===== src/rtl/sawpwm_pkg.sv =====
package sawpwm_pkg;
  localparam int PRESC_W_DEF = 16;
  localparam int CNT_W_DEF   = 16;

  typedef enum logic {
    RAMP_IDLE = 1'b0,
    RAMP_RUN  = 1'b1
  } ramp_state_t;
endpackage


===== src/rtl/sawpwm_prescaler.sv =====
module sawpwm_prescaler #(
  parameter int PRESC_W = sawpwm_pkg::PRESC_W_DEF
) (
  input  logic               clk,
  input  logic               rst,
  input  logic               en,
  input  logic [PRESC_W-1:0] div,
  output logic               tick
);
  logic [PRESC_W-1:0] div_cnt;
  logic [PRESC_W-1:0] div_eff;

  // a divider of zero behaves like one
  assign div_eff = (div == '0) ? PRESC_W'(1) : div;
  assign tick    = en && (div_cnt >= div_eff - PRESC_W'(1));

  always_ff @(posedge clk) begin
    if (rst || !en)  div_cnt <= '0;
    else if (tick)   div_cnt <= '0;
    else             div_cnt <= div_cnt + PRESC_W'(1);
  end

  // two ticks in a row only when the divider is one
  assert_tick_gap_R2: assert property (@(posedge clk) disable iff (rst)
    (tick && div_eff > PRESC_W'(1) && $stable(div)) |=> !tick);
endmodule


===== src/rtl/sawpwm_ramp.sv =====
module sawpwm_ramp #(
  parameter int CNT_W = sawpwm_pkg::CNT_W_DEF
) (
  input  logic             clk,
  input  logic             rst,
  input  logic             en,
  input  logic             tick,
  input  logic [CNT_W-1:0] period,
  input  logic [CNT_W-1:0] duty,
  output logic [CNT_W-1:0] nxt_cnt,
  output logic [CNT_W-1:0] nxt_duty,
  output logic             frame_start
);
  import sawpwm_pkg::*;

  ramp_state_t      st;
  logic [CNT_W-1:0] cnt;
  logic [CNT_W-1:0] duty_q;
  logic             wrap;

  assign wrap     = (st == RAMP_IDLE) || (cnt >= period);
  assign nxt_cnt  = wrap ? CNT_W'(1) : cnt + CNT_W'(1);
  assign nxt_duty = wrap ? duty : duty_q;

  always_ff @(posedge clk) begin
    if (rst || !en) begin
      st          <= RAMP_IDLE;
      cnt         <= '0;
      duty_q      <= '0;
      frame_start <= 1'b0;
    end else begin
      frame_start <= tick && wrap;
      if (tick) begin
        st     <= RAMP_RUN;
        cnt    <= nxt_cnt;
        duty_q <= nxt_duty;
      end
    end
  end

  // captured duty only moves at a frame boundary or on disable
  assert_duty_hold_R4: assert property (@(posedge clk) disable iff (rst)
    (en && !(tick && wrap)) |=> ($stable(duty_q) || !en));

  // a frame only starts on a tick
  assert_start_on_tick_R7: assert property (@(posedge clk) disable iff (rst)
    frame_start |-> $past(tick));
endmodule


===== src/rtl/sawpwm_compare.sv =====
module sawpwm_compare #(
  parameter int CNT_W = sawpwm_pkg::CNT_W_DEF
) (
  input  logic             clk,
  input  logic             rst,
  input  logic             en,
  input  logic             load,
  input  logic [CNT_W-1:0] nxt_cnt,
  input  logic [CNT_W-1:0] nxt_duty,
  output logic             pwm
);
  always_ff @(posedge clk) begin
    if (rst || !en)  pwm <= 1'b0;
    else if (load)   pwm <= (nxt_duty >= nxt_cnt);
  end

  // zero duty can never raise the pin
  assert_zero_low_R6: assert property (@(posedge clk) disable iff (rst)
    (en && load && nxt_duty == '0) |=> !pwm);
endmodule


===== src/rtl/sawpwm_top.sv =====
module sawpwm_top #(
  parameter int PRESC_W = sawpwm_pkg::PRESC_W_DEF,
  parameter int CNT_W   = sawpwm_pkg::CNT_W_DEF,
  localparam int CFG_W  = PRESC_W + CNT_W
) (
  input  logic             clk,
  input  logic             rst,
  input  logic             en,
  input  logic [CFG_W-1:0] cfg,
  input  logic [CNT_W-1:0] duty,
  output logic             pwm_out,
  output logic             frame_start
);
  logic             tick;
  logic [CNT_W-1:0] nxt_cnt;
  logic [CNT_W-1:0] nxt_duty;

  sawpwm_prescaler #(.PRESC_W(PRESC_W)) u_presc (
    .clk (clk), .rst (rst), .en (en),
    .div (cfg[PRESC_W-1:0]),
    .tick(tick)
  );

  sawpwm_ramp #(.CNT_W(CNT_W)) u_ramp (
    .clk        (clk), .rst (rst), .en (en), .tick (tick),
    .period     (cfg[CFG_W-1:PRESC_W]),
    .duty       (duty),
    .nxt_cnt    (nxt_cnt),
    .nxt_duty   (nxt_duty),
    .frame_start(frame_start)
  );

  sawpwm_compare #(.CNT_W(CNT_W)) u_cmp (
    .clk     (clk), .rst (rst), .en (en), .load (tick),
    .nxt_cnt (nxt_cnt),
    .nxt_duty(nxt_duty),
    .pwm     (pwm_out)
  );

  assert_idle_when_off_R8: assert property (@(posedge clk) disable iff (rst)
    !en |=> (!pwm_out && !frame_start));

  assert_reset_quiet_R1: assert property (@(posedge clk)
    $past(rst) |-> (!pwm_out && !frame_start));
endmodule


===== config.mk =====
export PLATFORM = sky130hd
export DESIGN_NAME = sawpwm_top
export DESIGN_NICKNAME = d
export VERILOG_FILES = /design/src/rtl/sawpwm_pkg.sv /design/src/rtl/sawpwm_prescaler.sv /design/src/rtl/sawpwm_ramp.sv /design/src/rtl/sawpwm_compare.sv /design/src/rtl/sawpwm_top.sv
export SDC_FILE = /design/constraint.sdc
export NUM_CORES = 1
export LEC_CHECK = 0
export CORE_UTILIZATION = 60
export CTS_BUF_LIST = sky130_fd_sc_hd__clkbuf_16
export DETAILED_ROUTE_END_ITERATION = 16
export PLACE_DENSITY = 0.85
export SKIP_CTS_REPAIR_TIMING = 1
export SLEW_MARGIN = 20
export SYNTH_ARGS = -nofsm -noshare
export SYNTH_HDL_FRONTEND = slang
export SYNTH_HIERARCHICAL = 1
export SYNTH_SLANG_ARGS = --single-unit

===== constraint.sdc =====
create_clock -name clk -period 10.3 [get_ports clk]
set_clock_uncertainty 0.15 [all_clocks]
set_input_delay 2.06 -clock clk [delete_from_list [all_inputs] [get_ports clk]]
set_output_delay 2.06 -clock clk [all_outputs]
set_load 0.01 [all_outputs]

---- After elaboration in Yosys (flattened, before gate mapping) ----
Cells that the tools add are included.
operators by class
  reduce and logical (&&, ||, !) cells .... 7
  multiplexer cells ....................... 3
  bitwise logic cells ..................... 1
  magnitude comparators ................... 3
  $add $sub $neg .......................... 3
operators with widths
  kind                     number
  $ge A16 B16 Y1           3
  $mux W16                 3
  $add A16 B1 Y16 const B  2
  $logic_not A16 Y1        1
  $sub A16 B1 Y16 const B  1
  $logic_and A1 B1 Y1      2
  $logic_or A1 B1 Y1       2
  $reduce_or A2 Y1         1
  $logic_not A1 Y1         1
  $not A1 Y1               1
storage, ports and cells
  bits in registers ....................... 51
  word-level logic and storage cells ...... 23
  output and inout port bits .............. 2
  input bits .............................. 51

---- Logic depth before layout (Yosys ltp) ----
  word-level depth ........................ 6
  mapped depth ............................ 19
  gate-level depth less buffers ........... 17

---- Cells and area by module ----
The synthesis kept the hierarchy.
by module, submodules not included
  module            instances  sequential area each (µm²)  area an instance (µm²)  cells an instance
  sawpwm_ramp       1          680.7                       2346.0                  330
  sawpwm_prescaler  1          320.3                       1447.6                  167
  sawpwm_compare    1          20.0                        434.2                   59

---- Worst setup path before layout ----
Ideal clock, no wire load.
  kind .................................... in2reg
  from .................................... input port cfg[5]
  to ...................................... register u_ramp.cnt[10]
  data required time ...................... 10080 ps
  slack ................................... 4193 ps
  stages .................................. 18
  setup time .............................. 70 ps
  path buffers ............................ 2
  arrival time ............................ 5886 ps
  cells stage by stage .................... nor4_1 > nand4b_1 > nor2_1 > a21oi_1 > ha_1 > nand3b_1 > nor3b_1 > xnor2_1 > ha_1 > nand2_1 > o21a_1 > o2bb2ai_1 > o31a_1 > clkbuf_1 > inv_1 > clkbuf_1 > or4_1 > a21oi_1
on the way
  cells in the longest elaborated chain, start to end .. 5
RTL lines
  item                   RTL line                text
  from (decl)            sawpwm_top.sv:9         input logic [CFG_W-1:0] cfg,
  $logic_not A16 Y1      sawpwm_prescaler.sv:14  assign div_eff = (div == '0) ? PRESC_W'(1) : div;
  $mux W16 *             sawpwm_prescaler.sv:14
  $sub A16 B1 Y16 *      sawpwm_prescaler.sv:15  assign tick = en && (div_cnt >= div_eff - PRESC_W'(1));
  $ge A16 B16 Y1 *       sawpwm_prescaler.sv:15
  $logic_and A1 B1 Y1 *  sawpwm_prescaler.sv:15
  net tick               sawpwm_top.sv:14        logic tick;
  to (signal assigned)   sawpwm_ramp.sv:35       cnt <= nxt_cnt;
  to (decl)              sawpwm_ramp.sv:17       logic [CNT_W-1:0] cnt;
The timed path passes the listed nets; every way through them passes the cells marked *.
A chain may end at the register's enable or synchronous reset.

---- Worst setup path in the final report ----
  from .................................... input port cfg[5]
  to ...................................... register u_ramp.cnt[3]
Same word-level chain as after synthesis.

==> results.md <==
* R2R cell count at 13
* Dpl cell area at 4830 µm²
* Pins Over Slew Limit at 0
* Hold-critical path endpoint: u_ramp/duty_q[4]$_SDFFE_PP0P_
* Gate power share at 13.5%
* Pleak at 1.83 nW
* Die height at 85.9 µm
* Die X at 85.9 µm
* Core area at 6790 µm²
* Core Rows at 30
* Hold-critical path depth at 2
* Min-delay src: u_ramp/duty_q[4]$_SDFFE_PP0P_
* Largest net degree at the start of global routing at 55
* Post-synth EDFFs at 0
* Clk_lat worst skew at 0.29 ns
* Setup crit end kind: flip-flop
* Syn Area/Cell at 7.60 µm²
* Critical Path AT at 7.16 ns
* Post-synthesis compound-gate area fraction at 18.6%
* R2r startpoint: u_ramp/cnt[11]$_SDFFE_PP0P_
* Final #Nets at 700
* Synth async-reset ratio at 0%
* Synth Area in Adders at 15.1%
* CTS tree: done
* Gr usage total at 28.3%
* Drt first pass iters at 5
* Placer Congestion at 0.829
* I/O pins at 53
* Count of input and output buffers at 52
* Maximum VDD drop at 58.3 µV
* H-tree depth at 2
* DP HPWL at 7.46 mm
* Setup TNS at 0 ns
* DRC at 0
* Wire length of the first global-routing pass at 17.0 mm
* RSZ-0062 raised after global routing: false
* Sw Ratio at 22.2%
* Status: completed
* Total power at 0.439 mW
* DR vias at 4180
* Min-delay worst type: reg2reg
* Worst setup startpoint: cfg[5]
* Detailed Route WL at 10.0 mm
* RR Endpoint: u_cmp/pwm$_SDFFE_PP0P_
* Avg WL per Cell at 14.5 µm
* Int Pwr at 0.342 mW
* Largest family of logic cells by synthesized area: simple AND/OR/NAND/NOR gates
* Ys Warns at 6
* Clock power frac at 41.4%
* Number of global-route vias before repair at 4110
* Period utilization at 68.9%
* Clk sinks at 51
* M2 GR Usage at 56.0%
* Sw power at 0.0973 mW
* Flop pwr share at 45.1%
* Post-synthesis cell area at 4230 µm²
* # diodes at 0
* Initial antenna violation count at 0
* Final instance area at 4990 µm²
* Max-Cap Viols at 0
* Tightest Pin Transition at 0.817 ns
* Synth cell types at 56
* GRT busiest layer: met2
* Synth Register Bits at 51
* Main flop type after synthesis: dfxtp_1
* Via density at 6.02
* Bufs on Longest Clock Path at 2
* Critical Path RT at 10.37 ns
* Initial Util at 62.2%
* Mux contribution to synthesized area at 0%
* Post-synthesis simple-gate area fraction at 29.4%
* Critical Path Source Type: input pin
* Final setup violation count at 0
* Fin. Hold Viols at 0
* Pwr dens at 88.1 nW/µm²
* XOR/XNOR share of the synthesized area at 6.63%
* Met1 Usage GRT at 29.6%
* Tmin final at 7.10 ns
* FMAX at 0.141 GHz
* Clock tree root buffer cell: clkbuf_16
* Share of layout cells above drive strength 1 at 4.85%
* Post-Syn Instances at 556
* Clock-pin transition on the worst setup and hold timing paths at 0.07 ns
* Die footprint at 7390 µm²
* Internal reg-to-reg setup slack at 6.54 ns
* Critical path peak fanout at 31
* Clock buffers created by TritonCTS at 5
* Grt met3 use at 3.75%
* Seq/Total Area, Yosys at 24.1%
* Syn nets at 658
* Crit Path Class: in2reg
* Slew HR at 45.4%
* Routed Antenna Nets at 0
* First DRT Iteration DRCs at 266
* GRT overflow at 0
* Area grow syn2layout at 18.0%
[worst max path at each step]
stage | to | slack, ns | cells after the start
6_report | u_ramp/cnt[3]$_SDFFE_PP0P_ | 3.20 | 19
5_1_grt | u_ramp/cnt[3]$_SDFFE_PP0P_ | 2.76 | 19
4_1_cts | u_ramp/cnt[5]$_SDFFE_PP0P_ | 3.25 | 19
3_5_place_dp | u_ramp/cnt[5]$_SDFFE_PP0P_ | 2.99 | 19
3_3_place_gp | u_ramp/cnt[7]$_SDFFE_PP0P_ | 3.11 | 20
2_1_floorplan | u_ramp/cnt[10]$_SDFFE_PP0P_ | 4.19 | 18
[power by group through the flow]
stage | logic, mW | clock network [mW] | registers [mW]
global placement | 0.0562 | 0 | 0.203
finish | 0.0591 | 0.182 | 0.198
detailed placement | 0.0589 | 0 | 0.203
global route | 0.0658 | 0.193 | 0.198
CTS | 0.0592 | 0.185 | 0.198
floorplan | 0.0291 | 0 | 0.202
[layout make-up]
class	count	area [µm²]
multi-input cells	438	2950
clock buffers	5	125
clock inverters	2	33.8
flip-flops and latches	51	1020
fillers	551	1810
well taps	96	120
inverters	43	161
repair buffers	59	573
[state kept, by name, indices dropped and copies added (netlist names)]
register / count
u_presc/div_cnt: 16
u_cmp/pwm: 1
u_ramp/duty_q: 16
u_ramp/cnt: 16
u_ramp/frame_start: 1
u_ramp/st: 1
[logic make-up after synthesis]
kind of cell,after synthesis
DFF,51
and+or+nand+nor,238
xor gates and xnor gates,32
AOI/OAI and AO/OA,117
buffers and inverters,67
adders and majority gates,51
[layer usage]
metal / part of all wire (%) / vias to the layer above
met5: 0 / -
met4: 2.0 / 0
met3: 3.5 / 27
met2: 54 / 113
met1: 40 / 1967
li1: - / 2073
[through the flow]
stage / setup WS, ns / cells / hold slack, ns / util, %
after CTS: 3.25 / 694 / 0.331 / 73.4
final: 3.20 / 694 / 0.330 / 73.4
after floorplan: 4.19 / 556 / 0.285 / -
after detailed placement: 2.99 / 687 / 0.320 / 71.1
after global placement: 3.11 / 687 / 0.311 / 71.1
after global routing: 2.76 / 694 / 0.345 / 73.4
[layout by cell type, fill, tap and decap left out, types with 22 or more instances in the layout]
master and instances:
a21oi_1 42, clkdlybuf4s50_1 52, dfxtp_1 51, ha_1 51, inv_1 44, nand2_1 83, nand3_1 35, nor2_1 28
nor4_1 22, o21ai_0 28
[worst max-delay path: stages]
cell	delay (ns)
clkdlybuf4s50_1	0.49
nor4_1	0.59
nand4b_1	0.28
nor2_1	0.15
a21oi_1	0.11
ha_1	0.23
nand3b_1	0.20
nor4_1	0.09
xnor2_1	0.13
ha_1	0.30
nand4_1	0.13
or3_1	0.45
nor3_1	0.21
o31a_1	0.15
buf_4	0.30
inv_1	0.23
buf_4	0.29
or4_1	0.58
a21oi_1	0.15
[cells in the mapped netlist (3+ instances only)]
cell type  count  area, µm²
nor2_1        28        105
nand3b_1       5       37.5
ha_1          51        638
o31ai_1        3       22.5
a31oi_1        6       37.5
o21a_1        10       75.1
nand4_1        9       56.3
a211oi_1       3       22.5
nand2b_1       4       25.0
nand2_1       83        312
clkbuf_1      16       60.1
xor2_1        13        114
o21ai_0       28        140
a21o_1         3       22.5
nand3_1       35        175
or4_1          6       45.0
dfxtp_1       51       1020
nor4_1        22        138
and3_1         4       25.0
and4_1         3       26.3
buf_2          8       40.0
a21oi_1       42        210
and2_1         4       25.0
nor3_1        12       60.1
xnor2_1       19        166
or3_1          4       25.0
inv_1         43        161
nand4b_1       6       52.6
Note: power is estimated with default switching activity, not from simulation.
